[src/rtl/cfg_ld_pkg.sv]
package cfg_ld_pkg;
  typedef enum logic [4:0] {
    ST_IDLE, ST_PROG, ST_W_INIT, ST_S_WR, ST_S_CS, ST_S_CLK, ST_STREAM,
    ST_C_LO, ST_C_HI, ST_E_CS, ST_E_WR, ST_DN_CHK, ST_DN_LO, ST_DN_HI,
    ST_ABORT, ST_RB_CS, ST_RB_LO, ST_RB_HI, ST_RB_END
  } ld_state_e;

  typedef enum logic [1:0] {
    ERR_NONE = 2'd0,
    ERR_INIT = 2'd1,
    ERR_BUSY = 2'd2,
    ERR_DONE = 2'd3
  } ld_err_e;
endpackage

[src/rtl/cfg_ld_pacer.sv]
module cfg_ld_pacer #(
  parameter int HP_W = 8
) (
  input  logic            clk_i,
  input  logic            rst_ni,
  input  logic            restart_i,
  input  logic [HP_W-1:0] half_per_i,
  output logic            step_o
);
  logic [HP_W-1:0] cnt_q;

  assign step_o = (cnt_q == half_per_i);

  always_ff @(posedge clk_i or negedge rst_ni) begin
    if (!rst_ni)                 cnt_q <= '0;
    else if (restart_i || step_o) cnt_q <= '0;
    else                         cnt_q <= cnt_q + 1'b1;
  end
endmodule

[src/rtl/cfg_ld_timeout.sv]
module cfg_ld_timeout #(
  parameter int TMO_CYC = 500000
) (
  input  logic clk_i,
  input  logic rst_ni,
  input  logic clr_i,
  output logic expired_o
);
  localparam int TW = $clog2(TMO_CYC + 1);
  logic [TW-1:0] cnt_q;

  assign expired_o = (cnt_q == TW'(TMO_CYC));

  always_ff @(posedge clk_i or negedge rst_ni) begin
    if (!rst_ni)         cnt_q <= '0;
    else if (clr_i)      cnt_q <= '0;
    else if (!expired_o) cnt_q <= cnt_q + 1'b1;
  end

  // saturates until cleared
  p_tmo_hold_r3: assert property (@(posedge clk_i) disable iff (!rst_ni)
    (expired_o && !clr_i) |=> expired_o);
endmodule

[src/rtl/cfg_loader_par.sv]
module cfg_loader_par
  import cfg_ld_pkg::*;
#(
  parameter int CNT_W   = 16,
  parameter int HP_W    = 8,
  parameter int TMO_CYC = 500000
) (
  input  logic             clk_i,
  input  logic             rst_ni,
  input  logic             start_i,
  input  logic             rdbk_i,
  input  logic [CNT_W-1:0] byte_cnt_i,
  input  logic [HP_W-1:0]  half_per_i,
  input  logic             busy_chk_en_i,
  input  logic [7:0]       s_data_i,
  input  logic             s_valid_i,
  output logic             s_ready_o,
  output logic             prog_o,
  output logic             cs_o,
  output logic             wr_o,
  output logic             cclk_o,
  output logic [7:0]       d_o,
  output logic             d_oe_o,
  input  logic [7:0]       d_i,
  input  logic             init_i,
  input  logic             busy_i,
  input  logic             done_i,
  output logic [7:0]       rd_data_o,
  output logic             rd_valid_o,
  output logic             active_o,
  output logic             ok_o,
  output logic             fail_o,
  output logic [1:0]       err_o
);
  ld_state_e        state_q, state_d;
  logic [CNT_W-1:0] rem_q, rem_d;
  logic [7:0]       dat_q, dat_d, rd_q, rd_d;
  ld_err_e          err_q, err_d;
  logic             ok_q, ok_d, fail_q, fail_d, rdv_q, rdv_d;
  logic             tmr_clr, tmo, stp;

  cfg_ld_pacer #(.HP_W(HP_W)) u_pacer (
    .clk_i, .rst_ni, .restart_i(state_d != state_q),
    .half_per_i, .step_o(stp)
  );

  cfg_ld_timeout #(.TMO_CYC(TMO_CYC)) u_tmo (
    .clk_i, .rst_ni, .clr_i(tmr_clr), .expired_o(tmo)
  );

  always_comb begin
    state_d = state_q;
    rem_d   = rem_q;
    dat_d   = dat_q;
    rd_d    = rd_q;
    err_d   = err_q;
    ok_d    = 1'b0;
    fail_d  = 1'b0;
    rdv_d   = 1'b0;
    tmr_clr = 1'b0;
    unique case (state_q)
      ST_IDLE: begin
        if (start_i) begin
          state_d = ST_PROG; rem_d = byte_cnt_i; err_d = ERR_NONE;
        end else if (rdbk_i) begin
          state_d = ST_RB_CS; rem_d = byte_cnt_i; err_d = ERR_NONE;
        end
      end
      ST_PROG: if (stp) begin state_d = ST_W_INIT; tmr_clr = 1'b1; end
      ST_W_INIT: begin
        if (!init_i && !busy_i) state_d = ST_S_WR;
        else if (tmo) begin state_d = ST_ABORT; err_d = ERR_INIT; end
      end
      ST_S_WR:  if (stp) state_d = ST_S_CS;
      ST_S_CS:  if (stp) state_d = ST_S_CLK;
      ST_S_CLK: if (stp) state_d = (rem_q == '0) ? ST_E_CS : ST_STREAM;
      ST_STREAM: if (s_valid_i) begin
        dat_d = s_data_i; rem_d = rem_q - 1'b1; tmr_clr = 1'b1; state_d = ST_C_LO;
      end
      ST_C_LO: if (stp) state_d = ST_C_HI;
      ST_C_HI: if (stp) begin
        if (busy_chk_en_i && busy_i) begin
          if (tmo) begin state_d = ST_ABORT; err_d = ERR_BUSY; end
          else state_d = ST_C_LO;            // re-clock the held byte
        end else state_d = (rem_q == '0) ? ST_E_CS : ST_STREAM;
      end
      ST_E_CS: if (stp) state_d = ST_E_WR;
      ST_E_WR: if (stp) begin state_d = ST_DN_CHK; tmr_clr = 1'b1; end
      ST_DN_CHK: begin
        if (done_i) begin state_d = ST_IDLE; ok_d = 1'b1; end
        else if (tmo) begin state_d = ST_ABORT; err_d = ERR_DONE; end
        else state_d = ST_DN_LO;
      end
      ST_DN_LO: if (stp) state_d = ST_DN_HI;
      ST_DN_HI: if (stp) state_d = ST_DN_CHK;
      ST_ABORT: begin state_d = ST_IDLE; fail_d = 1'b1; end
      ST_RB_CS: if (stp) state_d = (rem_q == '0) ? ST_RB_END : ST_RB_LO;
      ST_RB_LO: if (stp) state_d = ST_RB_HI;
      ST_RB_HI: if (stp) begin
        rd_d = d_i; rdv_d = 1'b1; rem_d = rem_q - 1'b1;
        state_d = (rem_q == CNT_W'(1)) ? ST_RB_END : ST_RB_LO;
      end
      ST_RB_END: if (stp) begin state_d = ST_IDLE; ok_d = 1'b1; end
      default: state_d = ST_IDLE;
    endcase
  end

  always_ff @(posedge clk_i or negedge rst_ni) begin
    if (!rst_ni) begin
      state_q <= ST_IDLE;
      rem_q   <= '0;
      dat_q   <= '0;
      rd_q    <= '0;
      err_q   <= ERR_NONE;
      ok_q    <= 1'b0;
      fail_q  <= 1'b0;
      rdv_q   <= 1'b0;
    end else begin
      state_q <= state_d;
      rem_q   <= rem_d;
      dat_q   <= dat_d;
      rd_q    <= rd_d;
      err_q   <= err_d;
      ok_q    <= ok_d;
      fail_q  <= fail_d;
      rdv_q   <= rdv_d;
    end
  end

  assign prog_o     = (state_q == ST_PROG);
  assign cs_o       = state_q inside {ST_S_CS, ST_S_CLK, ST_STREAM, ST_C_LO, ST_C_HI,
                                      ST_RB_CS, ST_RB_LO, ST_RB_HI};
  assign wr_o       = state_q inside {ST_S_WR, ST_S_CS, ST_S_CLK, ST_STREAM, ST_C_LO,
                                      ST_C_HI, ST_E_CS};
  assign cclk_o     = !(state_q inside {ST_C_LO, ST_DN_LO, ST_RB_LO});
  assign d_oe_o     = wr_o;
  assign d_o        = dat_q;
  assign s_ready_o  = (state_q == ST_STREAM);
  assign rd_data_o  = rd_q;
  assign rd_valid_o = rdv_q;
  assign active_o   = (state_q != ST_IDLE);
  assign ok_o       = ok_q;
  assign fail_o     = fail_q;
  assign err_o      = err_q;

  p_prog_quiet_r2: assert property (@(posedge clk_i) disable iff (!rst_ni)
    prog_o |-> (!cs_o && !wr_o));
  p_wr_lead_cs_r4: assert property (@(posedge clk_i) disable iff (!rst_ni)
    ($rose(cs_o) && wr_o) |-> $past(wr_o));
  p_ready_scope_r4: assert property (@(posedge clk_i) disable iff (!rst_ni)
    s_ready_o |-> (cs_o && wr_o && cclk_o));
  p_data_hold_r5: assert property (@(posedge clk_i) disable iff (!rst_ni)
    ($rose(cclk_o) && wr_o) |-> $stable(d_o));
  p_cs_lead_wr_r8: assert property (@(posedge clk_i) disable iff (!rst_ni)
    $fell(wr_o) |-> !cs_o);
  p_verdict_r11: assert property (@(posedge clk_i) disable iff (!rst_ni)
    fail_o |-> (err_o != 2'd0 && !ok_o && !cs_o && !wr_o));
  p_rb_nowr_r12: assert property (@(posedge clk_i) disable iff (!rst_ni)
    rd_valid_o |-> (!wr_o && !d_oe_o));
endmodule

[config.mk]
export PLATFORM = sky130hd
export DESIGN_NAME = cfg_loader_par
export DESIGN_NICKNAME = d
export VERILOG_FILES = /design/src/rtl/cfg_ld_pkg.sv /design/src/rtl/cfg_ld_pacer.sv /design/src/rtl/cfg_ld_timeout.sv /design/src/rtl/cfg_loader_par.sv
export SDC_FILE = /design/constraint.sdc
export NUM_CORES = 1
export LEC_CHECK = 0
export BUFFER_PORTS_ARGS = -buffer_cell sky130_fd_sc_hd__buf_2
export CAP_MARGIN = 20
export CORE_MARGIN = 5
export CORE_UTILIZATION = 55
export CTS_CLUSTER_SIZE = 8
export DETAILED_ROUTE_END_ITERATION = 10
export PLACE_DENSITY = 0.79
export SETUP_SLACK_MARGIN = 0.15
export SYNTH_ARGS = -nofsm -noshare
export SYNTH_HDL_FRONTEND = slang
export SYNTH_SLANG_ARGS = --single-unit
[constraint.sdc]
create_clock -name clk_i -period 3.22 [get_ports clk_i]
set_input_delay 0.322 -clock clk_i [delete_from_list [all_inputs] [get_ports clk_i]]
set_output_delay 0.322 -clock clk_i [all_outputs]
set_load 0.01 [all_outputs]
# Word level (Yosys, flattened, before mapping)
# Index checks and enable logic that the tools add are counted.
[op_classes]
muxes = 51
reduce_logical = 20
n_eq_ne = 33
n_addsub = 3
[op_table]
columns = ["operator", "n"]
rows = [
  ["2-to-1 mux 5 bit", 19],
  ["case mux 5 bit (17 select lines)", 1],
  ["2-to-1 mux 16 bit", 4],
  ["case mux 16 bit (3 select lines)", 1],
  ["== test 5 x 4 -> 1 bit (second input constant)", 8],
  ["2-to-1 mux 19 bit", 2],
  ["2-to-1 mux 2 bit", 12],
  ["== test 5 x 3 -> 1 bit (second input constant)", 4],
  ["adder 19 x 1 -> 19 bit (second input constant)", 1],
  ["== test 19 bit (second input constant)", 1],
  ["== test 16 x 1 -> 1 bit (second input constant)", 1],
  ["logical NOT 16 bit", 1],
  ["!= test 2 bit (second input constant)", 8],
  ["subtractor 16 x 1 -> 16 bit (second input constant)", 1],
  ["== test 5 bit (second input constant)", 3],
  ["2-to-1 mux 4 bit", 3],
  ["== test 5 x 2 -> 1 bit (second input constant)", 2],
  ["AND reduction 9 bit", 1],
  ["adder 8 x 1 -> 8 bit (second input constant)", 1],
  ["== test 8 bit", 1],
  ["2-to-1 mux 8 bit", 1],
  ["case mux 2 bit (4 select lines)", 1],
  ["nonzero test 8 bit", 1],
  ["nonzero test 7 bit", 1],
  ["16 further kinds", 28],
]
[word_totals]
register_bits = 69
out_inout_bits = 28
word_cells = 117
in_bits = 49

# Logic depth before layout (Yosys ltp)
# Gate-level depths: netlist of run 1.
[logic_depth]
word_depth = 8
depth_mapped = 9
ltp_nobuf = 8

# Modules after synthesis
# A second synthesis of run 1 with hierarchy kept.
[unflattened]
cells_unflattened = 493
area_unflattened_um2 = 4405.5
[by_module_without_submodules]
columns = ["mod", "seq_area_each_um2", "instances", "area_per_inst_um2", "cells_per_inst"]
rows = [
  ["cfg_loader_par", 1051.0, 1, 2834.0, 337],
  ["cfg_ld_timeout", 475.5, 1, 1049.8, 110],
  ["cfg_ld_pacer", 200.2, 1, 521.8, 46],
]

# Worst setup path before layout of run 1
# OpenSTA, ideal clock, no wires.
[synth_path]
kind = "reg-to-reg"
start = "register rem_q[0]"
end = "register u_pacer.cnt_q[0]"
setup_ns = 0.120
synth_period_minus_slack_ns = 2.871
path_slack_ns = 0.349
required_ns = 3.100
t_arrival_ns = 2.750
n_path_buf = 1
path_stages_with_launch = 10
cell_sequence = "dfrtp_1 -> inv_1 -> ha_1 -> or3b_2 -> buf_2 -> or4_4 -> or3b_4 -> a211oi_4 -> nor4_2 -> o211a_1"
[synth_between]
elab_chain_cells = 8
word_cells_on_any_way = 14
classes_between = "eq/ne (2); mux (10); reduce/logical (2)"
[synth_lines]
columns = ["item", "line", "source"]
rows = [
  ["from (decl)", "cfg_loader_par.sv:36", "logic [CNT_W-1:0] rem_q, rem_d;"],
  ["from (signal assigned)", "cfg_loader_par.sv:120", "rem_q <= rem_d;"],
  ["logical NOT 16 bit", "cfg_loader_par.sv:76, cfg_loader_par.sv:85, cfg_loader_par.sv:97", ""],
  ["2-to-1 mux 4 bit", "cfg_loader_par.sv:76, cfg_loader_par.sv:85", ""],
  ["2-to-1 mux 5 bit", "cfg_loader_par.sv:82", "if (busy_chk_en_i && busy_i) begin"],
  ["2-to-1 mux 5 bit", "cfg_loader_par.sv:81", "ST_C_HI: if (stp) begin"],
  ["case mux 5 bit (17 select lines) (*)", "cfg_loader_par.sv:61", "unique case (state_q)"],
  ["!= test 5 bit (*)", "cfg_loader_par.sv:43", ".clk_i, .rst_ni, .restart_i(state_d != state_q),"],
  ["logical OR 1 bit (*)", "cfg_ld_pacer.sv:16", "else if (restart_i || step_o) cnt_q <= '0;"],
  ["2-to-1 mux 8 bit (*)", "cfg_ld_pacer.sv:16", ""],
  ["to (signal assigned)", "cfg_ld_pacer.sv:17", "else cnt_q <= cnt_q + 1'b1;"],
  ["to (decl)", "cfg_ld_pacer.sv:10", "logic [HP_W-1:0] cnt_q;"],
]
# Mark *: on every way between the ends. The rest lies on a longest branch, timed or not.
# A chain may end at the register's enable or synchronous reset.

# Worst setup path in the final report of run 1
[layout_path]
start = "register rem_q[0]"
end = "register u_pacer.cnt_q[4]"
# Same word-level chain as after synthesis.

==> qor.csv, run 1 <==
metric,value,unit
synth_cells,480,
firstDrtPassIters,5,
synth_warnings,0,
cpMostUsedCell,or3b_4,
path_cells,inv_1 > ha_1 > or3b_4 > or4_4 > or3b_4 > a211oi_4 > nor4_4 > o211a_1,
status,"finished, final reports clean",
fmax,335,MHz
die_h,98.0,um
crit_path_top_delay_cell,or4_4,
dieArea,0.00961,mm^2
cp_top_family,simple AND/OR/NAND/NOR gates,
die-width,98.0,um
internal_power,2.01,mW
ir_drop,0.395,mV
syn-cell-area,0.00426,mm^2
clock_latency,350,ps
via_per_inst,6.02,
cts-htree-levels,3,
p_leak,2.33,nW
ys_types,64,
finalPower,3.43,mW
worst_slew_margin_rel,53.0,%
diodes,0,
overflow,0,
vias,3963,
cpPeakStageDelay,540,ps
clkPwrFrac,19.3,%
post-route-min-period,2980,ps
path_buf_inv,1,
critical_path_class,reg2reg,
clk_path_buf_depth,2,
setup_tns,0,ps
drive_above_1_share,25.9,%
hold_ws,207,ps
ys.flop_type,dfrtp_1,
grt_pass1_vias,3856,
port_buffers,76,
drcViolationCount,0,
fillers,649,
synthesis.nets,534,
tightest_slew,698,ps
multiInputGateArea,0.00238,mm^2
critPathMaxFanout,8,
cts_buffers,9,
grt_max_degree,58,
dp_hpwl,7760,um
cap_violations,0,
antenna_found_initial,0,
cts.sinks,69,
cts_root_buf,clkbuf_8,
grt_use_total,22.3,%
p_per_area,691,mW/mm^2
cp.required,3450,ps
critPathArrivalTime,3210,ps
cts_tree,yes,
yosys.area.top_type,dfrtp_1,
ant_nets,0,
globalplace.congestion,0.964,
design.portCount,77,
seq_area,0.00173,mm^2
combPwrFrac,40.0,%
finalMaxSlewViolations,0,
switching_share,41.6,%
switchingPower,1.43,mW
routed_wirelength,10700,um
synth_area_leaders,"dfrtp_1 (41%), nor2_1 (5.3%), mux2_2 (4.8%)",
period_share,92.7,%
rows,32,
pwr-share-seq,40.8,%
hp-class,in2reg,
fin_skew,8.72,ps
syn_avg_cell_area,8.88,um^2
cts_setup_buffers,0,
rsz0062_at_grt,no,
synth-edff-count,0,
postLayoutCoreUtil,65.0,%
core_area,0.00765,mm^2
clk_pin_slew,80,ps
critPathLaunchType,flop,
yosys.area.top_type_share,40.5,%
critPathCaptureType,flop,
drt_iter0_drc,243,
initial_core_util,55.7,%
synth-async-reset-ratio,100,%
hold_violations,0,
nets,605,
wl_per_cell,16.3,um
areaGrowthSynthToFinish,16.6,%
setup_viol,0,
ys_seq_area_share,40.5,%
grt_pass1_wl,17900,um
ys_ff_latch,69,
==> synthesized netlist by cell type, types with 2 or more instances <==
| cell | instances |
|---|---|
| nor4_1 | 8 |
| a31o_2 | 4 |
| or3b_2 | 4 |
| nor2_1 | 60 |
| or4_1 | 6 |
| nor4b_1 | 3 |
| o211a_1 | 8 |
| o21bai_1 | 2 |
| inv_1 | 14 |
| mux2_2 | 18 |
| a31oi_1 | 5 |
| and3_1 | 2 |
| o2111ai_1 | 3 |
| o22ai_1 | 3 |
| o22a_1 | 3 |
| nor3_1 | 12 |
| dfrtp_1 | 69 |
| a211o_1 | 2 |
| nand3_1 | 22 |
| nand2_1 | 27 |
| xor2_1 | 23 |
| a211oi_1 | 4 |
| and2_1 | 2 |
| nand3b_1 | 6 |
| o21a_1 | 2 |
| or3_1 | 14 |
| a21oi_1 | 26 |
| xnor2_1 | 7 |
| nor2b_1 | 3 |
| o21ai_0 | 30 |
| a41oi_1 | 2 |
| and4_1 | 2 |
| buf_1 | 4 |
| buf_2 | 4 |
| nand2b_1 | 5 |
| a22oi_1 | 5 |
| nand4_1 | 11 |
| or2_2 | 4 |
| clkbuf_1 | 22 |
| ha_1 | 5 |
==> power by group through the flow <==
stage,sequential (mW),combinational [mW],clock [mW]
global placement,1.38,1.30,0
CTS,1.39,1.35,0.678
floorplan,1.30,1.02,0
detailed placement,1.40,1.34,0
finish,1.40,1.37,0.661
global route,1.44,1.53,0.715
==> worst register-to-register path, stage by stage, from the launching register on <==
cell and delay (ps):
dfrtp_1 440, inv_1 100, ha_1 190, or3b_4 430, or4_4 540, or3b_4 440
a211oi_4 350, nor4_4 110, o211a_1 270
==> sequential cells by signal, summed over array words and instances, names as in the netlist <==
register,flops
u_tmo.cnt_q,19
rem_q,16
d_o,8
rd_data_o,8
u_pacer.cnt_q,8
state_q,5
err_o,2
fail_o,1
ok_o,1
rd_valid_o,1
==> routing by layer <==
metal | up-vias | wire, um | GRT usage, %
met5 | - | 0 | 0
met4 | 0 | 109 | 6.39
met3 | 16 | 908 | 5.79
met2 | 194 | 5050 | 35.6
met1 | 1865 | 4640 | 30.0
li1 | 1888 | - | -
==> logic make-up after synthesis <==
logic type / Yosys count / share of synthesized area (%)
buf+inv: 46 / 4.26
xor+xnor: 30 / 6.16
simple gates: 200 / 24.9
fa+ha+maj: 5 / 1.47
compound gates: 112 / 18.0
flops: 69 / 40.5
mux: 18 / 4.75
==> area by class of cell <==
cell class	instances	share of cell area (%)
sequential	69	34.8
tap	102	2.57
timing repair buffer	91	9.97
clock inverter	5	0.680
clock buffer	11	3.05
inverter	15	1.13
multi-input combinational	365	47.8
==> what timing repair did <==
action	CTS	global route
hold buffers	1	0
endpoints found under the setup margin	1	1
resized for setup	1	1
hold endpoints to repair	12	0
==> stage by stage <==
step | instances | setup slack [ps] | cell area (um^2)
final | 658 | 235 | 4970
after global routing | 658 | 142 | 4970
after CTS | 658 | 255 | 4960
after detailed placement | 641 | 177 | 4760
after global placement | 641 | 293 | 4760
after floorplan | 480 | 349 | 4260
==> final timing paths <==
| kind | start | cells after the start | end | slack, ps |
|---|---|---|---|---|
| setup / recovery | rem_q[0] | 8 | u_pacer.cnt_q[4] | 240 |
| max in group asynchronous | rst_ni | 3 | u_tmo.cnt_q[6] | 1790 |
| hold reg to reg | d_o[6] | 1 | d_o[6] | 500 |
| min in group asynchronous | rst_ni | 2 | err_o[0] | 410 |
| hold / removal | s_data_i[5] | 2 | d_o[5] | 210 |
| setup reg to reg | rem_q[0] | 8 | u_pacer.cnt_q[4] | 240 |
==> cells in the final DEF (no fill, tap or decap), drive strengths merged, types with 15 or more instances in the layout <==
cell type | synthesis | layout
buf | 9 | 90
dfrtp | 69 | 69
nor2 | 60 | 60
o21ai | 30 | 30
nand2 | 27 | 27
a21oi | 26 | 26
xor2 | 23 | 23
nand3 | 22 | 22
mux2 | 18 | 18
inv | 14 | 15
Note: power is estimated with default switching activity, not from simulation.
==> run 2, diff against run 1 <==
--- a/config.mk
+++ b/config.mk
@@ -8,10 +8,10 @@
 export BUFFER_PORTS_ARGS = -buffer_cell sky130_fd_sc_hd__buf_2
 export CAP_MARGIN = 20
 export CORE_MARGIN = 5
-export CORE_UTILIZATION = 55
+export CORE_UTILIZATION = 45
 export CTS_CLUSTER_SIZE = 8
 export DETAILED_ROUTE_END_ITERATION = 10
-export PLACE_DENSITY = 0.79
+export PLACE_DENSITY = 0.69
 export SETUP_SLACK_MARGIN = 0.15
 export SYNTH_ARGS = -nofsm -noshare
 export SYNTH_HDL_FRONTEND = slang
==> constraint.sdc (replaced) <==
create_clock -name clk_i -period 2.5 [get_ports clk_i]
set_input_delay 0.25 -clock clk_i [delete_from_list [all_inputs] [get_ports clk_i]]
set_output_delay 0.25 -clock clk_i [all_outputs]
set_load 0.01 [all_outputs]
==> run 2 against run 1 <==
Compared with the run above:
- sequential share of layout area shrank 3.3 points
- sequential cell count is the same
- the flow now finishes with violations (negative setup slack)
- cell area rose by 11%
- critical path depth stayed put
- non-clock buffer count increased by 40
- core utilization down 5.6 points
==> qor.csv, run 2 (synthesis gave the netlist of run 1 again) <==
metric,value,unit
cts_root_buf,clkbuf_8,
diodes,0,
die_h,107,um
largest_reg_flops,19,
cts.sinks,69,
hp-class,in2async,
hold_ws,92.5,ps
rsz0062_at_grt,yes,
nets,645,
post-route-min-period,2590,ps
dieArea,0.0115,mm^2
cts-htree-levels,3,
grt_pass1_wl,19300,um
ir_drop,0.407,mV
finalMaxSlewViolations,0,
fillers,816,
port_buffers,76,
drive_above_1_share,34.4,%
ant_nets,0,
initial_core_util,46.1,%
drt_iter0_drc,248,
tightest_slew,898,ps
p_leak,2.56,nW
largest-register,u_tmo.cnt_q,
critPathCaptureType,flop,
worst_slew_margin_rel,40.1,%
hold_violations,0,
grt_pass1_vias,3989,
cts_tree,yes,
placed_cells,705,
critical_path_class,reg2reg,
ctsHoldBuffers,0,
firstDrtPassIters,5,
cap_violations,0,
setup_viol,8,
globalplace.congestion,0.923,
design.portCount,77,
status,"complete, but fails checks",
final_cell_mix,"buf_2 (76), dfrtp_1 (69), nor2_1 (58)",
routed_wirelength,11700,um
overflow,0,
drcViolationCount,0,
die-width,107,um
mostFrequentLayoutCell,buf_2,
grt_use_total,20.7,%
fin_skew,15.0,ps
via_per_inst,5.68,
finalWorstSetupSlack,-88.3,ps
fmax,386,MHz
grt_max_degree,70,
rows,35,
clk_pin_slew,80,ps
period_share,104,%
cts_buffers,9,
critPathLaunchType,flop,
critPathArrivalTime,2830,ps
p_per_area,908,mW/mm^2
core_area,0.00924,mm^2
clk_path_buf_depth,2,
largestRegisters,"u_tmo.cnt_q: 19 flops, rem_q: 16 flops",
seq_area,0.00173,mm^2
violations,negative setup slack,
dp_hpwl,8510,um
final_cells,725,
wl_per_cell,16.1,um
areaGrowthSynthToFinish,28.8,%
multiInputGateArea,0.00253,mm^2
antenna_found_initial,0,
clock_latency,350,ps
vias,4118,
critPathMaxFanout,8,
cp.required,2740,ps
run 2: repair_timing:
item	in CTS	in global routing
endpoints found under the setup margin	23	24
buffers inserted	3	1
resized for setup	10	12
pin swaps	4	9
run 2: worst max-delay path: stages, from the launching register on:
cell,delay (ps)
dfrtp_1,400
inv_2,80
ha_4,130
or3b_4,380
or4_4,430
or3b_4,420
a211oi_4,310
nor4_4,120
o211a_1,230
run 2: routing by layer:
metal,vias to the layer above,GRT usage [%],wire length [um]
met3,10,4.98,899
met4,0,6.94,93
met1,1984,28.7,5140
li1,1961,-,-
met2,163,31.9,5550
met5,-,0,0
run 2: final timing paths:
check	start	slack (ps)	to	depth (start not counted)
worst max-delay path	rem_q[1]	-90	u_pacer.cnt_q[0]	8
worst min-delay path	rst_ni	90	d_o[3]	2
worst max register to register	rem_q[1]	-90	u_pacer.cnt_q[0]	8
worst min register to register	d_o[2]	510	d_o[2]	1
max in group asynchronous	rst_ni	1800	d_o[2]	2
min in group clk_i	d_i[2]	130	rd_data_o[2]	2
run 2: power by group:
| group | leakage, nW | internal (mW) | switching, mW |
|---|---|---|---|
| clock | 0.0955 | 0.495 | 0.460 |
| sequential | 0.908 | 1.41 | 0.284 |
| combinational | 1.56 | 1.06 | 1.27 |
| total | 2.56 | 2.97 | 2.02 |
run 2: final cells by class:
cell class / count / share of cell area, %
clock inverter: 6 / 1.28
multi-input combinational: 365 / 46.1
inverter: 15 / 1.03
tap: 129 / 2.94
clock buffer: 10 / 2.51
sequential: 69 / 31.4
timing repair buffer: 131 / 14.7
run 2: stage by stage:
step / cell area [um^2] / utilization [%] / power (mW) / TNS, ps / worst slack [ps]
2_1_floorplan: 4320 / - / 3.04 / -1430 / -178
3_3_place_gp: 5130 / 55.5 / 3.81 / -545 / -69.3
3_5_place_dp: 5130 / 55.5 / 3.87 / -795 / -111
4_1_cts: 5410 / 58.5 / 4.90 / -615 / -87.9
5_1_grt: 5490 / 59.4 / 5.34 / -1230 / -160
6_report: 5490 / 59.4 / 4.98 / -618 / -88.3
==> run 3, diff against run 2 <==
--- a/config.mk
+++ b/config.mk
@@ -12,7 +12,6 @@
 export CTS_CLUSTER_SIZE = 8
 export DETAILED_ROUTE_END_ITERATION = 10
 export PLACE_DENSITY = 0.69
-export SETUP_SLACK_MARGIN = 0.15
 export SYNTH_ARGS = -nofsm -noshare
 export SYNTH_HDL_FRONTEND = slang
 export SYNTH_SLANG_ARGS = --single-unit
==> run 3 against run 2 <==
Compared with the run above:
- the run still ends with negative setup slack left
- critical path depth down 2
- clock power about the same
- setup slack hardly changed
- global-route usage decreased by 0.18 points
- sequential power is essentially flat
- clock-buffer cell count fell by 1
- core utilization decreased by 0.64 points
- non-clock buffer count up 2
- sequential cell count unchanged
- sequential share of layout area is 0.34 points higher
- power shrank 1.9%
- maximum frequency about the same
- largest power group unchanged
- highest routed layer unchanged
==> qor.csv, run 3 (synthesis gave the netlist of run 1 again) <==
metric,value,unit
status,"complete, but fails checks",
violations,negative setup slack,
hold_violations,0,
clkPwrFrac,19.5,%
firstDrtPassIters,5,
clk_path_buf_depth,2,
port_buffers,76,
largest_reg_flops,19,
via_per_inst,5.62,
fillers,829,
areaGrowthSynthToFinish,27.4,%
switchingPower,1.97,mW
tightest_slew,457,ps
crit_path_top_delay_cell,or4_4,
cts.sinks,69,
post-route-min-period,2590,ps
largest-register,u_tmo.cnt_q,
worst_slew_margin_rel,69.4,%
critPathArrivalTime,2830,ps
drcViolationCount,0,
die-width,107,um
path_cells,or4_4 > or4_4 > or3b_4 > a211oi_4 > nor4_4 > o211a_1,
wl_per_cell,15.7,um
cts-htree-levels,3,
period_share,104,%
hp-class,in2reg,
finalWorstSetupSlack,-87.9,ps
internal_power,2.92,mW
grt_use_total,20.5,%
dieArea,0.0115,mm^2
cts_buffers,9,
nets,647,
postLayoutCoreUtil,58.8,%
final_cell_mix,"buf_2 (76), dfrtp_1 (69), nor2_1 (59)",
design.portCount,77,
grt_pass1_vias,3996,
placed_cells,707,
grt_max_degree,36,
dp_hpwl,8380,um
largestRegisters,"u_tmo.cnt_q: 19 flops, rem_q: 16 flops",
cpMostUsedCell,or4_4,
setup_viol,8,
vias,4086,
ant_nets,0,
mostFrequentLayoutCell,buf_2,
cp.required,2740,ps
drt_iter0_drc,183,
cpPeakStageDelay,540,ps
clock_latency,350,ps
routed_wirelength,11400,um
switching_share,40.3,%
grt_pass1_wl,19300,um
drive_above_1_share,33.6,%
critPathLaunchType,flop,
fin_skew,12.3,ps
initial_core_util,46.1,%
critical_path_class,reg2reg,
antenna_found_initial,0,
fmax,386,MHz
core_area,0.00924,mm^2
critPathMaxFanout,8,
pwr-share-seq,34.6,%
final_cells,727,
combPwrFrac,45.9,%
p_per_area,901,mW/mm^2
diodes,0,
rows,35,
clk_pin_slew,90,ps
finalMaxSlewViolations,0,
overflow,0,
rsz0062_at_grt,yes,
die_h,107,um
critPathCaptureType,flop,
cap_violations,0,
globalplace.congestion,0.909,
p_leak,2.57,nW
cts_root_buf,clkbuf_8,
cts_tree,yes,
ir_drop,0.537,mV
-- run 3: changes by cell type in the layout (fill, tap and decap cells not counted), sizes merged --
cell	before	now
clkinvlp	3	1
inv	16	18
buf	131	132
clkbuf	10	9
clkinv	1	2
dlygate4sd3	0	1
-- run 3: through the flow --
step                      power [mW]  setup TNS, ps  instance area [um^2]  hold slack, ps  setup WS [ps]
after CTS                       4.80           -690                  5350             109          -98.2
after global routing            5.26          -1300                  5430             100           -167
after floorplan                 3.02          -1430                  4290           -45.6           -178
final                           4.89           -635                  5430             118          -87.9
after detailed placement        3.80           -772                  5120             333           -107
after global placement          3.75           -480                  5120             326          -61.5
-- run 3: path summary, 6_finish.rpt --
| check | startpoint | to | slack [ps] | depth (start not counted) |
|---|---|---|---|---|
| max | rem_q[7] | u_pacer.cnt_q[2] | -90 | 6 |
| min | d_i[2] | rd_data_o[2] | 120 | 2 |
| max reg2reg | rem_q[7] | u_pacer.cnt_q[2] | -90 | 6 |
| min reg2reg | d_o[6] | d_o[6] | 510 | 1 |
| max in group asynchronous | rst_ni | rem_q[15] | 1680 | 3 |
| min in group asynchronous | rst_ni | rd_data_o[0] | 460 | 3 |
-- run 3: layout make-up --
| type | count | area [um^2] | share of cell area [%] |
|---|---|---|---|
| multi-input combinational | 365 | 2460 | 45.3 |
| sequential | 69 | 1730 | 31.8 |
| timing repair buffer | 133 | 823 | 15.2 |
| tap | 129 | 161 | 2.97 |
| clock buffer | 9 | 124 | 2.28 |
| clock inverter | 7 | 80.1 | 1.47 |
| inverter | 15 | 56.3 | 1.04 |
-- run 3: per-layer routing --
layer | GRT usage (%) | wire length, um
met1 | 29.5 | 5200
met2 | 30.5 | 5240
met3 | 5.22 | 804
met4 | 6.31 | 198
met5 | 0 | 0
-- run 3: worst max-delay path: cells and delay by family (launching register included) --
family	cells	cell delay (ps)
AND/OR/NAND/NOR	4	1570
flip-flops	1	380
AO/OA/AOI/OAI	2	530
-- run 3: power by group through the flow --
| stage | logic (mW) | registers (mW) | clock network [mW] |
|---|---|---|---|
| after floorplan | 1.34 | 1.67 | 0 |
| after global placement | 2.07 | 1.68 | 0 |
| after detailed placement | 2.11 | 1.69 | 0 |
| after CTS | 2.14 | 1.68 | 0.977 |
| after global routing | 2.49 | 1.73 | 1.04 |
| final | 2.24 | 1.69 | 0.953 |
-- run 3: repair_timing --
item	CTS	global route
hold buffers	1	0
pin swaps	1	10
resized for setup	4	12
endpoints found under the setup margin	10	14
endpoints found under the hold margin	69	0
buffers inserted	0	3
